File: src/rtl/cs_area_pkg.sv
package cs_area_pkg;

  localparam logic [1:0] WCODE_8  = 2'd0;
  localparam logic [1:0] WCODE_16 = 2'd1;
  localparam logic [1:0] WCODE_32 = 2'd2;

  typedef struct packed {
    logic       ro;
    logic       big_end;
    logic [1:0] width;
    logic       en;
  } area_attr_t;

  localparam int ATTR_BITS = $bits(area_attr_t);

endpackage

File: src/rtl/cs_area_regs.sv
module cs_area_regs
  import cs_area_pkg::*;
#(
  parameter int N_AREAS = 8,
  parameter int BLK_W   = 16,
  localparam int SEL_W  = $clog2(N_AREAS),
  localparam int CFG_W  = 2 * BLK_W
) (
  input  logic                               clk,
  input  logic                               rst,
  input  logic                               cfg_we_i,
  input  logic                               cfg_kind_i,
  input  logic [SEL_W-1:0]                   cfg_sel_i,
  input  logic [CFG_W-1:0]                   cfg_wdata_i,
  output logic [N_AREAS-1:0][BLK_W-1:0]      base_o,
  output logic [N_AREAS-1:0][BLK_W-1:0]      mask_o,
  output area_attr_t [N_AREAS-1:0]           attr_o
);

  logic [BLK_W-1:0] wr_base;
  logic [BLK_W-1:0] wr_mask;
  area_attr_t       wr_attr;
  logic             unused_cfg;

  assign wr_base = cfg_wdata_i[CFG_W-1:BLK_W];
  // top mask bit dropped: an area never exceeds half the space
  assign wr_mask = {1'b0, cfg_wdata_i[BLK_W-2:0]};
  assign unused_cfg = ^{cfg_wdata_i[CFG_W-1:ATTR_BITS], cfg_wdata_i[BLK_W-1]};

  always_comb begin
    wr_attr.en      = cfg_wdata_i[0];
    wr_attr.width   = (cfg_wdata_i[2:1] == 2'd3) ? WCODE_32 : cfg_wdata_i[2:1];
    wr_attr.big_end = cfg_wdata_i[3];
    wr_attr.ro      = cfg_wdata_i[4];
  end

  for (genvar i = 0; i < N_AREAS; i++) begin : g_area
    logic hit_sel;
    assign hit_sel = cfg_we_i && (cfg_sel_i == SEL_W'(i));

    always_ff @(posedge clk) begin
      if (rst) begin
        base_o[i] <= (i == 0) ? '1 : '0;
        mask_o[i] <= '0;
      end else if (hit_sel && !cfg_kind_i) begin
        base_o[i] <= wr_base;
        mask_o[i] <= wr_mask;
      end
    end

    if (i == 0) begin : g_fixed_order
      always_ff @(posedge clk) begin
        if (rst) begin
          attr_o[i] <= '{ro: 1'b0, big_end: 1'b1, width: WCODE_32, en: 1'b1};
        end else if (hit_sel && cfg_kind_i) begin
          attr_o[i] <= '{ro: wr_attr.ro, big_end: 1'b1, width: wr_attr.width,
                         en: wr_attr.en};
        end
      end
    end else begin : g_free_order
      always_ff @(posedge clk) begin
        if (rst) begin
          attr_o[i] <= '0;
        end else if (hit_sel && cfg_kind_i) begin
          attr_o[i] <= wr_attr;
        end
      end
    end
  end

endmodule

File: src/rtl/cs_area_match.sv
module cs_area_match
  import cs_area_pkg::*;
#(
  parameter int N_AREAS = 8,
  parameter int BLK_W   = 16
) (
  input  logic [BLK_W-1:0]               blk_i,
  input  logic [N_AREAS-1:0][BLK_W-1:0]  base_i,
  input  logic [N_AREAS-1:0][BLK_W-1:0]  mask_i,
  input  area_attr_t [N_AREAS-1:0]       attr_i,
  output logic [N_AREAS-1:0]             match_o
);

  for (genvar i = 0; i < N_AREAS; i++) begin : g_cmp
    logic [BLK_W-1:0] diff;
    assign diff       = (blk_i ^ base_i[i]) & ~mask_i[i];
    assign match_o[i] = attr_i[i].en && (diff == '0);
  end

endmodule

File: src/rtl/cs_area_prio.sv
module cs_area_prio #(
  parameter int N_AREAS = 8,
  localparam int SEL_W  = $clog2(N_AREAS)
) (
  input  logic [N_AREAS-1:0] match_i,
  output logic [N_AREAS-1:0] grant_o,
  output logic [SEL_W-1:0]   idx_o,
  output logic               any_o
);

  always_comb begin
    idx_o = '0;
    for (int i = N_AREAS - 1; i >= 0; i--) begin
      if (match_i[i]) idx_o = SEL_W'(i);
    end
    any_o   = |match_i;
    grant_o = any_o ? (N_AREAS'(1) << idx_o) : '0;
  end

endmodule

File: src/rtl/cs_area_decoder.sv
module cs_area_decoder
  import cs_area_pkg::*;
#(
  parameter int N_AREAS   = 8,
  parameter int ADDR_W    = 32,
  parameter int GRAN_BITS = 16,
  localparam int BLK_W    = ADDR_W - GRAN_BITS,
  localparam int SEL_W    = $clog2(N_AREAS),
  localparam int CFG_W    = 2 * BLK_W
) (
  input  logic               clk,
  input  logic               rst,
  input  logic               req_i,
  input  logic               wr_i,
  input  logic [ADDR_W-1:0]  addr_i,
  input  logic               cfg_we_i,
  input  logic               cfg_kind_i,
  input  logic [SEL_W-1:0]   cfg_sel_i,
  input  logic [CFG_W-1:0]   cfg_wdata_i,
  output logic [N_AREAS-1:0] cs_o,
  output logic               hit_o,
  output logic               miss_o,
  output logic [1:0]         width_o,
  output logic               big_endian_o,
  output logic               fault_o
);

  logic [N_AREAS-1:0][BLK_W-1:0] base;
  logic [N_AREAS-1:0][BLK_W-1:0] mask;
  area_attr_t [N_AREAS-1:0]      attr;
  logic [N_AREAS-1:0]            match;
  logic [N_AREAS-1:0]            grant;
  logic [SEL_W-1:0]              win_idx;
  logic                          any_match;
  area_attr_t                    win_attr;
  logic                          blocked;
  logic                          take;
  logic                          unused_low;

  assign unused_low = ^addr_i[GRAN_BITS-1:0];

  cs_area_regs #(.N_AREAS(N_AREAS), .BLK_W(BLK_W)) u_regs (
    .clk         (clk),
    .rst         (rst),
    .cfg_we_i    (cfg_we_i),
    .cfg_kind_i  (cfg_kind_i),
    .cfg_sel_i   (cfg_sel_i),
    .cfg_wdata_i (cfg_wdata_i),
    .base_o      (base),
    .mask_o      (mask),
    .attr_o      (attr)
  );

  cs_area_match #(.N_AREAS(N_AREAS), .BLK_W(BLK_W)) u_match (
    .blk_i   (addr_i[ADDR_W-1:GRAN_BITS]),
    .base_i  (base),
    .mask_i  (mask),
    .attr_i  (attr),
    .match_o (match)
  );

  cs_area_prio #(.N_AREAS(N_AREAS)) u_prio (
    .match_i (match),
    .grant_o (grant),
    .idx_o   (win_idx),
    .any_o   (any_match)
  );

  assign win_attr = attr[win_idx];
  assign blocked  = req_i && any_match && wr_i && win_attr.ro;
  assign take     = req_i && any_match && !blocked;

  always_ff @(posedge clk) begin
    if (rst) begin
      cs_o         <= '0;
      hit_o        <= 1'b0;
      miss_o       <= 1'b0;
      width_o      <= '0;
      big_endian_o <= 1'b0;
      fault_o      <= 1'b0;
    end else begin
      cs_o         <= take ? grant : '0;
      hit_o        <= take;
      miss_o       <= req_i && !any_match;
      width_o      <= take ? win_attr.width : '0;
      big_endian_o <= take && win_attr.big_end;
      if (blocked)       fault_o <= 1'b1;
      else if (cfg_we_i) fault_o <= 1'b0;
    end
  end

endmodule

File: config.mk
export PLATFORM = sky130hd
export DESIGN_NAME = cs_area_decoder
export DESIGN_NICKNAME = d
export VERILOG_FILES = /design/src/rtl/cs_area_pkg.sv /design/src/rtl/cs_area_regs.sv /design/src/rtl/cs_area_match.sv /design/src/rtl/cs_area_prio.sv /design/src/rtl/cs_area_decoder.sv
export SDC_FILE = /design/constraint.sdc
export NUM_CORES = 1
export LEC_CHECK = 0
export ABC_AREA = 1
export BUFFER_PORTS_ARGS = -buffer_cell sky130_fd_sc_hd__buf_4
export CORE_ASPECT_RATIO = 0.5
export CORE_UTILIZATION = 60
export CTS_CLUSTER_DIAMETER = 150
export DETAILED_ROUTE_END_ITERATION = 8
export GPL_TIMING_DRIVEN = 1
export PLACE_DENSITY_LB_ADDON = 0.05
export SETUP_SLACK_MARGIN = 0.15
export SLEW_MARGIN = 20
export SYNTH_ARGS = -nofsm -noshare
export SYNTH_HDL_FRONTEND = slang
export SYNTH_SLANG_ARGS = --single-unit
File: constraint.sdc
create_clock -name clk -period 3.7 [get_ports clk]
set_clock_uncertainty 0.15 [all_clocks]
set_input_delay 0.185 -clock clk [delete_from_list [all_inputs] [get_ports clk]]
set_output_delay 0.185 -clock clk [all_outputs]
set_load 0.05 [all_outputs]
---- Yosys cells after proc, flatten, opt, wreduce, memory -nomap -nowiden ----
Cells that the tools add are included.
storage, ports and cells
  output and inout port bits .............. 14
  register bits after elaboration ......... 301
  bits of input ports ..................... 73
  word-level logic and storage cells ...... 156
operators by class
  order comparisons ....................... 1
  muxes and demuxes ....................... 13
  bitwise logic cells ..................... 26
  shift operators ......................... 1
  equal/unequal tests ..................... 8
  reduce and logical (&&, ||, !) cells .... 54
operators by type and width
  operator                                                                       number
  16-bit bitwise AND                                                             8
  16-bit logical NOT                                                             8
  15-bit NOT with 16-bit output                                                  8
  16-bit XOR                                                                     8
  1-bit logical AND                                                              38
  3-bit two-way mux                                                              8
  5-bit binary-select mux with 3-bit select                                      1
  3-bit == test (second input constant)                                          4
  8-bit OR reduction                                                             1
  1-bit by 3-bit << shifter with 8-bit output (first input constant)             1
  3-bit by 2-bit == test with 1-bit output (second input constant)               2
  5-bit two-way mux                                                              1
  3-bit by 4-bit less-than comparator with 1-bit output (second input constant)  1
  3-bit by 1-bit == test with 1-bit output (second input constant)               1
  1-bit logical NOT                                                              3
  3-bit logical NOT                                                              1
  3-bit OR reduction                                                             1
  2-bit == test (second input constant)                                          1
  1-bit two-way mux                                                              2
  2-bit two-way mux                                                              1
  1-bit NOT                                                                      2
  2-bit nonzero test                                                             1
  2-bit OR reduction                                                             1

---- Depth between registers and ports, before layout ----
Gate-level depths: netlist of the first run.
  word-level depth ........................ 19
  mapped depth ............................ 24
  gate-level depth less buffers ........... 23

---- Cells and area by module ----
Synthesis of the first run repeated with hierarchy kept, for this count alone.
second synthesis, totals
  cells, all modules ...................... 2851
  area, all modules ....................... 16638.5 um2
by module, submodules not included
  module           area an instance (um2)  times used  cells an instance
  cs_area_regs     12769.7                 1           2027
  cs_area_match    2909.0                  1           668
  cs_area_decoder  753.2                   1           116
  cs_area_prio     206.4                   1           40

---- Worst setup path after synthesis of the first run ----
Ideal clock, no wire load.
  path kind ............................... register -> register
  start ................................... register u_regs.base_o[10] in the netlist's numbering
  end ..................................... register big_endian_o
  period minus slack after synthesis ...... 2.118 ns
  setup slack ............................. 1.582 ns
  buffers on the path ..................... 0
  stages on the path, launching flop included .. 13
  arrival time ............................ 1.854 ns
  path through ............................ dfxtp_1 xnor2_1 nor2_1 nor4_1 nand4_2 nand2_2 inv_2 nand3_1 nand2_1 nor2_2 nand3_4 nand4_1 nand2_1
between the ends
  longest elaborated chain between the ends .. 11
  elaborated cells between the ends (all ways) .. 14
ends and longest elaborated chain
  what                                                                            RTL line                                                             text
  start: declaration                                                              cs_area_regs.sv:15                                                   output logic [N_AREAS-1:0][BLK_W-1:0] base_o,
  start signal: indexed assignment                                                cs_area_regs.sv:43                                                   base_o[i] <= (i == 0) ? '1 : '0;
  start signal: indexed assignment                                                cs_area_regs.sv:46                                                   base_o[i] <= wr_base;
  16-bit XOR (*)                                                                  cs_area_match.sv:16                                                  assign diff = (blk_i ^ base_i[i]) & ~mask_i[i];
  16-bit bitwise AND (*)                                                          cs_area_match.sv:16
  16-bit logical NOT (*)                                                          cs_area_match.sv:17                                                  assign match_o[i] = attr_i[i].en && (diff == '0);
  1-bit logical AND (*)                                                           cs_area_match.sv:17
  3-bit two-way mux or 8-bit OR reduction (tied branches)                         cs_area_prio.sv:14, cs_area_prio.sv:16
  5-bit binary-select mux with 3-bit select or 1-bit logical AND (tied branches)  cs_area_decoder.sv:69, cs_area_decoder.sv:70, cs_area_decoder.sv:71
  5-bit two-way mux (not written as such) or 1-bit logical AND (tied branches)    cs_area_decoder.sv:69, cs_area_decoder.sv:70
  1-bit logical AND                                                               cs_area_decoder.sv:70                                                assign blocked = req_i && any_match && wr_i && win_attr.ro;
  1-bit logical NOT                                                               cs_area_decoder.sv:71                                                assign take = req_i && any_match && !blocked;
  1-bit logical AND                                                               cs_area_decoder.sv:71
  1-bit logical AND (*)                                                           cs_area_decoder.sv:86                                                big_endian_o <= take && win_attr.big_end;
  end signal: assignment                                                          cs_area_decoder.sv:86
  end: declaration                                                                cs_area_decoder.sv:24                                                output logic big_endian_o,
Every way passes the cells marked *; elsewhere a longest branch is shown, timed or not. The select of a mux whose other input is x is not followed.
A chain may end at the register's enable or synchronous reset.

---- Final worst setup path of the first run ----
  start ................................... register u_regs.base_o[26] in the netlist's numbering
  end ..................................... register fault_o
between the ends
  longest elaborated chain between the ends .. 10
  elaborated cells between the ends (all ways) .. 14
ends and longest elaborated chain
  what                                                     RTL line               text
  16-bit XOR (*)                                           cs_area_match.sv:16
  16-bit bitwise AND (*)                                   cs_area_match.sv:16
  16-bit logical NOT (*)                                   cs_area_match.sv:17
  1-bit logical AND (*)                                    cs_area_match.sv:17
  3-bit two-way mux (2 in a row)                           cs_area_prio.sv:14     if (match_i[i]) idx_o = SEL_W'(i);
  5-bit binary-select mux with 3-bit select                cs_area_decoder.sv:69  assign win_attr = attr[win_idx];
  5-bit two-way mux (not written as such)                  cs_area_decoder.sv:69
  1-bit logical AND (*)                                    cs_area_decoder.sv:70
  1-bit two-way mux or 2-bit nonzero test (tied branches)  -
  end signal: assignment                                   cs_area_decoder.sv:80  fault_o <= 1'b0;
  end signal: assignment                                   cs_area_decoder.sv:87  if (blocked) fault_o <= 1'b1;
  end signal: assignment                                   cs_area_decoder.sv:88  else if (cfg_we_i) fault_o <= 1'b0;
  end: declaration                                         cs_area_decoder.sv:25  output logic fault_o
Marked as above.

==> results of run 1 <==
per-layer routing:
layer	wire, um	vias up	track usage (%)
met5	36	-	0
met4	1300	6	11.5
met3	4500	95	8.06
met2	17200	569	55.4
met1	16500	5765	48.6
li1	-	6110	-
path summary, 6_finish.rpt:
path	startpoint	endpoint	slack, ns
setup / recovery	u_regs.base_o[26]	fault_o	0.35
hold / removal	cfg_sel_i[1]	u_regs.attr_o[2]	0.02
setup reg to reg	u_regs.base_o[26]	fault_o	0.35
hold reg to reg	u_regs.mask_o[70]	u_regs.mask_o[70]	0.29
registers in the layout, indices dropped and copies added (netlist names):
| register | flops |
|---|---|
| u_regs.base_o | 128 |
| hit_o | 1 |
| width_o | 2 |
| big_endian_o | 1 |
| miss_o | 1 |
| fault_o | 1 |
| cs_o | 8 |
| u_regs.mask_o | 120 |
| u_regs.attr_o | 39 |
worst max-delay path, stage by stage, from the launching register on:
cell	delay, ns
dfxtp_1	0.31
inv_1	0.05
o21ai_0	0.39
nand4_1	0.17
nor3_1	0.49
nand2_1	0.25
nand2_2	0.17
inv_2	0.07
nand3_1	0.10
nand2_1	0.12
nor2_2	0.14
nand3_4	0.18
a21oi_2	0.15
dlygate4sd3_1	0.54
cell usage after synthesis (all sizes together):
cell type / n
nand2: 327
a21oi: 325
dfxtp: 301
o21ai: 259
inv: 214
nand3: 129
nor2: 107
clkbuf: 88
nand4: 25
buf: 16
xnor2: 8
nand3b: 4
nor3: 4
o211ai: 4
clkinv: 3
o22ai: 3
nor3b: 2
nor4: 2
or2: 2
and2: 1
o2111a: 1
power breakdown:
part	leakage (nW)	switching (mW)	internal, mW
sequential	2.43	0.0256	3.30
combinational	2.82	0.402	0.190
clock	0.454	1.26	1.68
per-stage QoR:
| stage | utilization (%) | hold slack [ns] |
|---|---|---|
| after floorplan | - | 0.161 |
| final | 71.4 | 0.0231 |
| after global routing | 71.3 | 0.0360 |
| after detailed placement | 65.1 | 0.284 |
| after CTS | 71.3 | 0.00923 |
| after global placement | 65.1 | 0.281 |
area by class of cell:
class	instances	area [sq um]
antenna	1	2.50
clock inverter	15	185
timing repair buffer	124	1050
fill	1761	5990
multi-input combinational	1203	5750
sequential	301	6030
tap	292	365
clock buffer	33	728
inverter	217	826
cell families after synthesis:
| kind of cell | after synthesis | synth area share (%) |
|---|---|---|
| AND/OR/NAND/NOR | 603 | 20.4 |
| AO/OA/AOI/OAI | 592 | 23.0 |
| buffers and inverters | 321 | 9.92 |
| flip-flops | 301 | 46.2 |
| XOR/XNOR | 8 | 0.537 |
timing repair:
action                                 CTS  global route
endpoints found under the hold margin  287             0
gates resized for setup                  0             0
hold buffers                            38             0
==> summary.md, run 1 <==
| Metric | Value |
|---|---|
| Outcome | finished, final reports clean |
| Number of max-cap violations | 0 |
| Drt wl/cell | 18.1 um |
| Clk Latency, worst-skew pair | 0.55 ns |
| TNS Setup | 0 ns |
| Post-CTS Setup Inserts | 0 |
| Final Hold Viols | 0 |
| Leak Pwr | ~5.7 nW |
| Clock sink count | 301 |
| Area share of the largest cell type after synthesis | 46.2% |
| Final instance area | 14900 sq um |
| Chip height | 106 um |
| Critical Path Start Type | flop |
| CTS root buf | clkbuf_16 |
| Critical path data required time | 4.04 ns |
| Post-route ant nets | 0 |
| Synthesis-to-finish area growth | 14.4% |
| Leading area contributor after synthesis | dfxtp_1 |
| Initial Util | 62.3% |
| Placement Setup Slack | 0.789 ns |
| Remaining global-route overflow | 0 |
| Power Dens Cells | around 460 nW/um^2 |
| Largest net degree at the start of global routing | 71 |
| # setup viols final | 0 |
| Arr. time, crit path | 3.69 ns |
| DP Wirelength | 26100 um |
| Die area | 22400 sq um |
| Sequential-to-total area share from yosys stat | a little under half |
| CP Class | reg2reg |
| Maximum clock insertion buffer count | 3 |
| Final wirelength | 39600 um |
| Register bit total from synthesis | 301 |
| Total power | 6.86 mW |
| Final Wtd Congestion | 0.886 |
| Drt initial violations | 1446 |
| Vias in the first global route | about 11000 |
| Fraction of the cycle the final worst path needs | 90.4% |
| Drt first pass iters | 8 |
| CORE AREA | roughly 21000 sq um |
| Unrepaired setup endpoints after global routing | no |
| Cell Area, Placed | approximately 14000 sq um |
| Most frequent cells in the layout | a21oi_1, nand2_1, dfxtp_1, o21ai_0, inv_1 |
| Std cell rows | 37 |
| Actual slew at the worst max-slew pin | 1.07 ns |
| Fmax | around 0.30 GHz |
| Synth warnings | 0 |
| CTS clock-pin slew for the worst setup and hold paths | 0.07 ns |
| Die Span X | 211 um |
| Slew HR | 28.9% |
| CTS Buf Count | 26 |
| Via density | between 5 and 6 |
| Final Max Slew Viols | 0 |
| Post-route insts no fill | 2186 |
| Commonest non-fill, non-tap cell in the layout | a21oi_1 |
| Htree depth | 1 |
| Crit path time final | 3.35 ns |
| Worst Hold Depth | 6 |
| Net count after synthesis | 1898 |
| Layout cell share with drive strength beyond 1 | approximately 9.9% |
| Ports | 87 |
| Setup ws final | 0.354 ns |
| Routed vias | 12545 |
| Hold Path Class | in2reg |
| DRC viols | 0 |
| Placed cells | approximately 2100 |
| Worst vdd ir | 0.000399 V |
| Syn Std Cell Area | 13000 sq um |
| Nets | 1946 |
| # port buffers | 69 |
| Critical-path maximum fanout | 10 |
| Area contributors post-synth | dfxtp_1, a21oi_1, o21ai_0 |
| GRT Util Overall | a little over a third |
| CTS tree | done |
| First-pass GRT wire length | approximately 61000 um |
| Yosys cell types | 41 |
| Initial antenna violation count | 6 |
| CP endpoint kind | flop |
| R2R cell count | 13 |
| Post-Syn Instances | 1825 |
| Syn avg cell area | a little over 7 sq um |
Note: power is estimated with default switching activity, not from simulation.
==> run 2: changes to the inputs <==
REMOVE_ABC_BUFFERS = 1   (was default)
==> summary.md, run 2 (synthesis gave the netlist of run 1 again) <==
| Metric | Value |
|---|---|
| Outcome | finished, final reports clean |
| Initial antenna violation count | 0 |
| Arr. time, crit path | 3.72 ns |
| DRC viols | 0 |
| CP endpoint kind | flop |
| First-pass GRT wire length | between 60000 and 70000 um |
| Total power | 6.50 mW |
| # port buffers | just under 70 |
| Die Span X | between 200 and 250 um |
| FF-to-FF Start | u_regs.base_o[61] |
| Final Max Slew Viols | 0 |
| Biggest regs | u_regs.base_o x128, u_regs.mask_o x120, u_regs.attr_o x39 |
| Ant diodes | 0 |
| Via density | slightly below 6 |
| Final wirelength | 39000 um |
| Placement Setup Slack | about 0.71 ns |
| Post-route ant nets | 0 |
| CP Class | reg2reg |
| CTS clock-pin slew for the worst setup and hold paths | 0.07 ns |
| Die area | ~22000 sq um |
| TNS Setup | 0 ns |
| Routing usage on met2 | 56.2% |
| Chip height | 106 um |
| Post-route insts no fill | approximately 2200 |
| Clock sink count | 301 |
| Critical Path Start Type | flop |
| Vias in the first global route | 11872 |
| Drt initial violations | 1538 |
| Path length in cells of the critical path | 17 |
| CORE AREA | 20900 sq um |
| Critical-path maximum fanout | 10 |
| Hold Path Class | in2reg |
| Register area | around 6000 sq um |
| Max stage delay on crit path | 0.54 ns |
| Power Dens Cells | 439 nW/um^2 |
| GRT Util Overall | 35.5% |
| Most frequent cells in the layout | a21oi_1, nand2_1, dfxtp_1, o21ai_0, inv_1 |
| Drt first pass iters | 6 |
| R2R cell count | 17 |
| Met1 Use GR | between 50% and 60% |
| RR Endpoint | fault_o |
| Final Wtd Congestion | 0.950 |
| Crit path time final | 3.38 ns |
| Min Hold Slack | ~0.029 ns |
| Gr busiest metal | met2 |
| Critical path data required time | slightly above 4 ns |
| Slew HR | 31.8% |
| CTS tree | done |
| R2R Setup Slk | 0.32 ns |
| Unrepaired setup endpoints after global routing | no |
| Final Hold Viols | 0 |
| # fillers | between 1500 and 2000 |
| Routing usage on met3 | 4.99% |
| Hold path start | wr_i |
| Worst Hold Depth | 6 |
| Placed cells | approximately 2100 |
| Largest net degree at the start of global routing | 188 |
| Synthesis-to-finish area growth | 13.4% |
| Worst vdd ir | between 0.0002 and 0.0003 V |
| Drt wl/cell | 17.9 um |
| Leak Pwr | 5.63 nW |
| Fmax | 0.296 GHz |
| CTS root buf | clkbuf_16 |
| Fraction of the cycle the final worst path needs | around 91% |
| Layout cell share with drive strength beyond 1 | 9.22% |
| Biggest register | u_regs.base_o |
| Crit path cell chain | inv_1, o21ai_0, nand4_1, nor2_1, nand2_1, nand2_1, nand2_2, nand2_4, nand2_4, nand2_1, nand2_1, nand2_1, nand2_1, nand2_2, nand3_4, a21oi_2, dlygate4sd3_1 |
| Std cell rows | 37 |
| Commonest non-fill, non-tap cell in the layout | a21oi_1 |
| Number of max-cap violations | 0 |
| Crit path top cell by count | nand2_1 |
| Htree depth | 1 |
| # setup viols final | 0 |
| Worst Path Buf+Inv | 2 |
| CTS Buf Count | 26 |
| Maximum clock insertion buffer count | 3 |
| Ports | 87 |
| Clk Latency, worst-skew pair | 0.55 ns |
| Max FFs per register | between 100 and 150 |
| Nets | a little under 2000 |
| Initial Util | 62.3% |
| Remaining global-route overflow | 0 |
| DP Wirelength | 25400 um |
| Hold Path End | hit_o |
| Actual slew at the worst max-slew pin | 1.02 ns |
| Setup ws final | 0.317 ns |
| Routed vias | 12642 |
| Area occupied by multi-input gates | 5750 sq um |
| Top Family by Delay on Critical Path | simple AND/OR/NAND/NOR gates |
| CP max stage cell | dlygate4sd3_1 |
-- run 2: cell types whose count changed in the layout (fill, tap and decap cells not counted), sizes merged --
cell and change:
clkbuf +9, clkinv -8, bufinv -4, buf -1, clkinvlp -1, diode -1
dlygate4sd3 +1, inv -1
-- run 2: power by group --
part | total (mW) | internal [mW] | switching [mW]
Sequential | 3.32 | 3.30 | 0.0255
Combinational | 0.581 | 0.189 | 0.392
Clock | 2.60 | 1.40 | 1.20
Total | 6.50 | 4.89 | 1.62
-- run 2: area by class of cell --
cell class,count,area share [%]
sequential,301,40.7
multi-input combinational,1203,38.8
timing repair buffer,124,7.20
inverter,217,5.58
clock buffer,42,5.15
tap,292,2.47
clock inverter,1,0.0338
-- run 2: per-stage QoR --
stage | instance area (sq um) | util, %
after global placement | 13600 | 65.2
final | 14800 | 70.7
after detailed placement | 13600 | 65.2
after CTS | 14800 | 70.7
after global routing | 14800 | 70.7
after floorplan | 12600 | -
-- run 2: worst max path at each step --
stage                             end  slack (ns)         startpoint
floorplan           u_regs.base_o[64]        0.58         cfg_kind_i
global placement         big_endian_o        0.86         addr_i[28]
detailed placement         width_o[1]        0.71         addr_i[30]
CTS                           fault_o        0.30  u_regs.base_o[30]
global route                  fault_o        0.19  u_regs.base_o[77]
finish                        fault_o        0.32  u_regs.base_o[61]
-- run 2: metal layers --
layer  routed length (um)  vias to the layer above  part of all wire [%]
met5                    0                        -                     0
li1                     -                     6097                     -
met2                17100                      624                    44
met3                 3930                       84                    10
met1                17100                     5837                    44
met4                  903                        0                   2.3
-- run 2: worst reg2reg max path, stage by stage (launching register included) --
cell and delay (ns):
dfxtp_1 0.31, inv_1 0.06, o21ai_0 0.37, nand4_1 0.15
nor2_1 0.43, nand2_1 0.18, nand2_1 0.13, nand2_2 0.10
nand2_4 0.11, nand2_4 0.09, nand2_1 0.11, nand2_1 0.08
nand2_1 0.07, nand2_1 0.06, nand2_2 0.08, nand3_4 0.17
a21oi_2 0.15, dlygate4sd3_1 0.54
-- run 2: what timing repair did --
action | 4_1_cts | 5_1_grt
hold buffers | 39 | 0
setup endpoints to repair | 0 | 1
resized for setup | 0 | 1
setup buffers | 0 | 0
endpoints found under the hold margin | 282 | 0
==> run 3: changes to the inputs <==
CORE_ASPECT_RATIO = default   (was 0.5)
==> summary.md, run 3 (synthesis gave the netlist of run 1 again) <==
| Metric | Value |
|---|---|
| Outcome | finished, final reports clean |
| Drt wl/cell | 17.1 um |
| Most frequent cells in the layout | a21oi_1, nand2_1, dfxtp_1, o21ai_0, inv_1 |
| Arr. time, crit path | approximately 3 ns |
| Via density | 5.62 |
| Initial Util | 61.7% |
| Crit path time final | around 2.8 ns |
| Gate power share | ~7.6% |
| Power Dens Cells | 491 nW/um^2 |
| Metal2 WL | 17100 um |
| Actual slew at the worst max-slew pin | roughly 1.1 ns |
| Fmax | between 0.3 and 0.4 GHz |
| Final Wtd Congestion | 0.893 |
| Leak Pwr | 5.83 nW |
| CORE AREA | 21200 sq um |
| Max FFs per register | 128 |
| R2R Setup Slk | 0.90 ns |
| Final Hold Viols | 0 |
| Post-route ant nets | 0 |
| Switch share | 23.5% |
| GRT Util Overall | around 34% |
| Htree depth | 2 |
| Critical-path maximum fanout | 10 |
| Std cell rows | 53 |
| DRC viols | 0 |
| Biggest regs | u_regs.base_o x128, u_regs.mask_o x120, u_regs.attr_o x39 |
| Chip height | 149 um |
| # setup viols final | 0 |
| Seq pwr share | between 40% and 50% |
| Unrepaired setup endpoints after global routing | no |
| Vias in the first global route | 11216 |
| Final wirelength | 37200 um |
| Initial antenna violation count | 0 |
| Largest net degree at the start of global routing | 117 |
| Internal Dissipation | around 5.7 mW |
| Layout cell share with drive strength beyond 1 | roughly a tenth |
| Drt first pass iters | 5 |
| Drt initial violations | 909 |
| Worst Hold Depth | 5 |
| CP Class | reg2reg |
| First-pass GRT wire length | 58400 um |
| Wire length on met3 | ~2600 um |
| Post-Route Utilization | 71.6% |
| Synthesis-to-finish area growth | 16.1% |
| # fillers | about 1700 |
| TNS Setup | 0 ns |
| Hold path start | wr_i |
| Clock share of power | 47.7% |
| Commonest non-fill, non-tap cell in the layout | a21oi_1 |
| CP endpoint kind | flop |
| Wl on met1 | approximately 16000 um |
| Fraction of the cycle the final worst path needs | 75.6% |
| RR Endpoint | cs_o[7] |
| Ports | 87 |
| Clock sink count | 301 |
| # port buffers | 69 |
| Number of max-cap violations | 0 |
| Remaining global-route overflow | 0 |
| CTS Buf Count | 34 |
| Ant diodes | 0 |
| DP Wirelength | 23700 um |
| Routed vias | 12250 |
| Hold Path Class | in2reg |
| CTS tree | done |
| Die Span X | 149 um |
| CTS clock-pin slew for the worst setup and hold paths | 0.06 ns |
| Critical Path Start Type | flop |
| Nets | 1952 |
| CTS root buf | clkbuf_16 |
| Critical path data required time | 3.94 ns |
| Maximum clock insertion buffer count | 3 |
| Net switching power | about 1.7 mW |
| Worst vdd ir | 0.000389 V |
| Biggest register | u_regs.base_o |
| Hold Path End | fault_o |
| Final Max Slew Viols | 0 |
| Die area | 22300 sq um |
| Post-CTS Setup Inserts | 0 |
| Slew HR | 26.6% |
| R2R cell count | 14 |
| Max Used Layer | met4 |
| FF-to-FF Start | u_regs.base_o[30] |
| Clk Latency, worst-skew pair | 0.51 ns |
-- run 3: cell types whose count changed in the layout (fill, tap and decap cells not counted), moves of 2 or more --
cell,change
buf_4,+5
buf_12,-2
clkinv_2,+5
clkbuf_16,+10
clkbuf_8,+6
dlygate4sd3_1,-5
bufinv_16,+3
clkbuf_1,-8
-- run 3: layout make-up --
class                           instances  area (sq um)  share of cell area [%]
Clock inverter                         10           131                   0.867
Sequential cell                       301          6030                    39.8
Inverter                              217           826                    5.45
Timing Repair Buffer                  122          1010                    6.69
Tap cell                              275           344                    2.27
Clock buffer                           50          1060                    7.03
Multi-Input combinational cell       1203          5750                    37.9
-- run 3: how the worst max path moves through the flow --
stage                            startpoint                end  slack, ns
after detailed placement         addr_i[30]            cs_o[6]       0.93
final                     u_regs.base_o[30]            cs_o[7]       0.90
after global routing      u_regs.base_o[10]         width_o[0]       0.75
after global placement           addr_i[30]         width_o[0]       0.98
after CTS                 u_regs.base_o[30]            cs_o[7]       0.95
after floorplan                  cfg_kind_i  u_regs.base_o[64]       0.58
-- run 3: metrics by stage --
| step | hold slack, ns | total power, mW | setup WS, ns | area [sq um] | instances |
|---|---|---|---|---|---|
| 5_1_grt | 0.0222 | 7.67 | 0.747 | 15200 | 2178 |
| 4_1_cts | 0.000865 | 7.46 | 0.952 | 15200 | 2178 |
| 3_5_place_dp | 0.286 | 3.92 | 0.930 | 13600 | 2084 |
| 2_1_floorplan | 0.0974 | 3.67 | 0.578 | 12600 | 1721 |
| 3_3_place_gp | 0.282 | 3.91 | 0.985 | 13600 | 2084 |
| 6_report | 0.0122 | 7.44 | 0.901 | 15200 | 2178 |
-- run 3: power groups by stage --
stage | registers [mW] | clock network, mW | logic (mW)
after floorplan | 3.39 | 0 | 0.275
after global placement | 3.40 | 0 | 0.514
after detailed placement | 3.40 | 0 | 0.524
after CTS | 3.33 | 3.58 | 0.556
after global routing | 3.33 | 3.72 | 0.620
final | 3.33 | 3.55 | 0.566
-- run 3: metal layers --
| metal | global-route usage, % | vias to the layer above |
|---|---|---|
| met3 | 5.64 | 79 |
| met5 | 0 | - |
| li1 | - | 6121 |
| met1 | 45.0 | 5643 |
| met2 | 54.3 | 407 |
| met4 | 11.7 | 0 |
-- run 3: timing repair --
| item | 4_1_cts | 5_1_grt |
|---|---|---|
| resized for setup | 0 | 0 |
| hold buffers | 34 | 0 |
| hold endpoints to repair | 282 | 0 |
-- run 3: worst max-delay path, stage by stage (launching register included) --
cell,delay (ns)
dfxtp_1,0.32
o21ai_0,0.28
nand2_1,0.13
nor2_1,0.11
nand4_1,0.21
nor3_1,0.28
nand2_1,0.20
nand2_2,0.15
inv_2,0.07
nand3_1,0.13
nand2_1,0.14
nor2_2,0.16
nand3_4,0.18
nand3_4,0.13
nor2_1,0.05
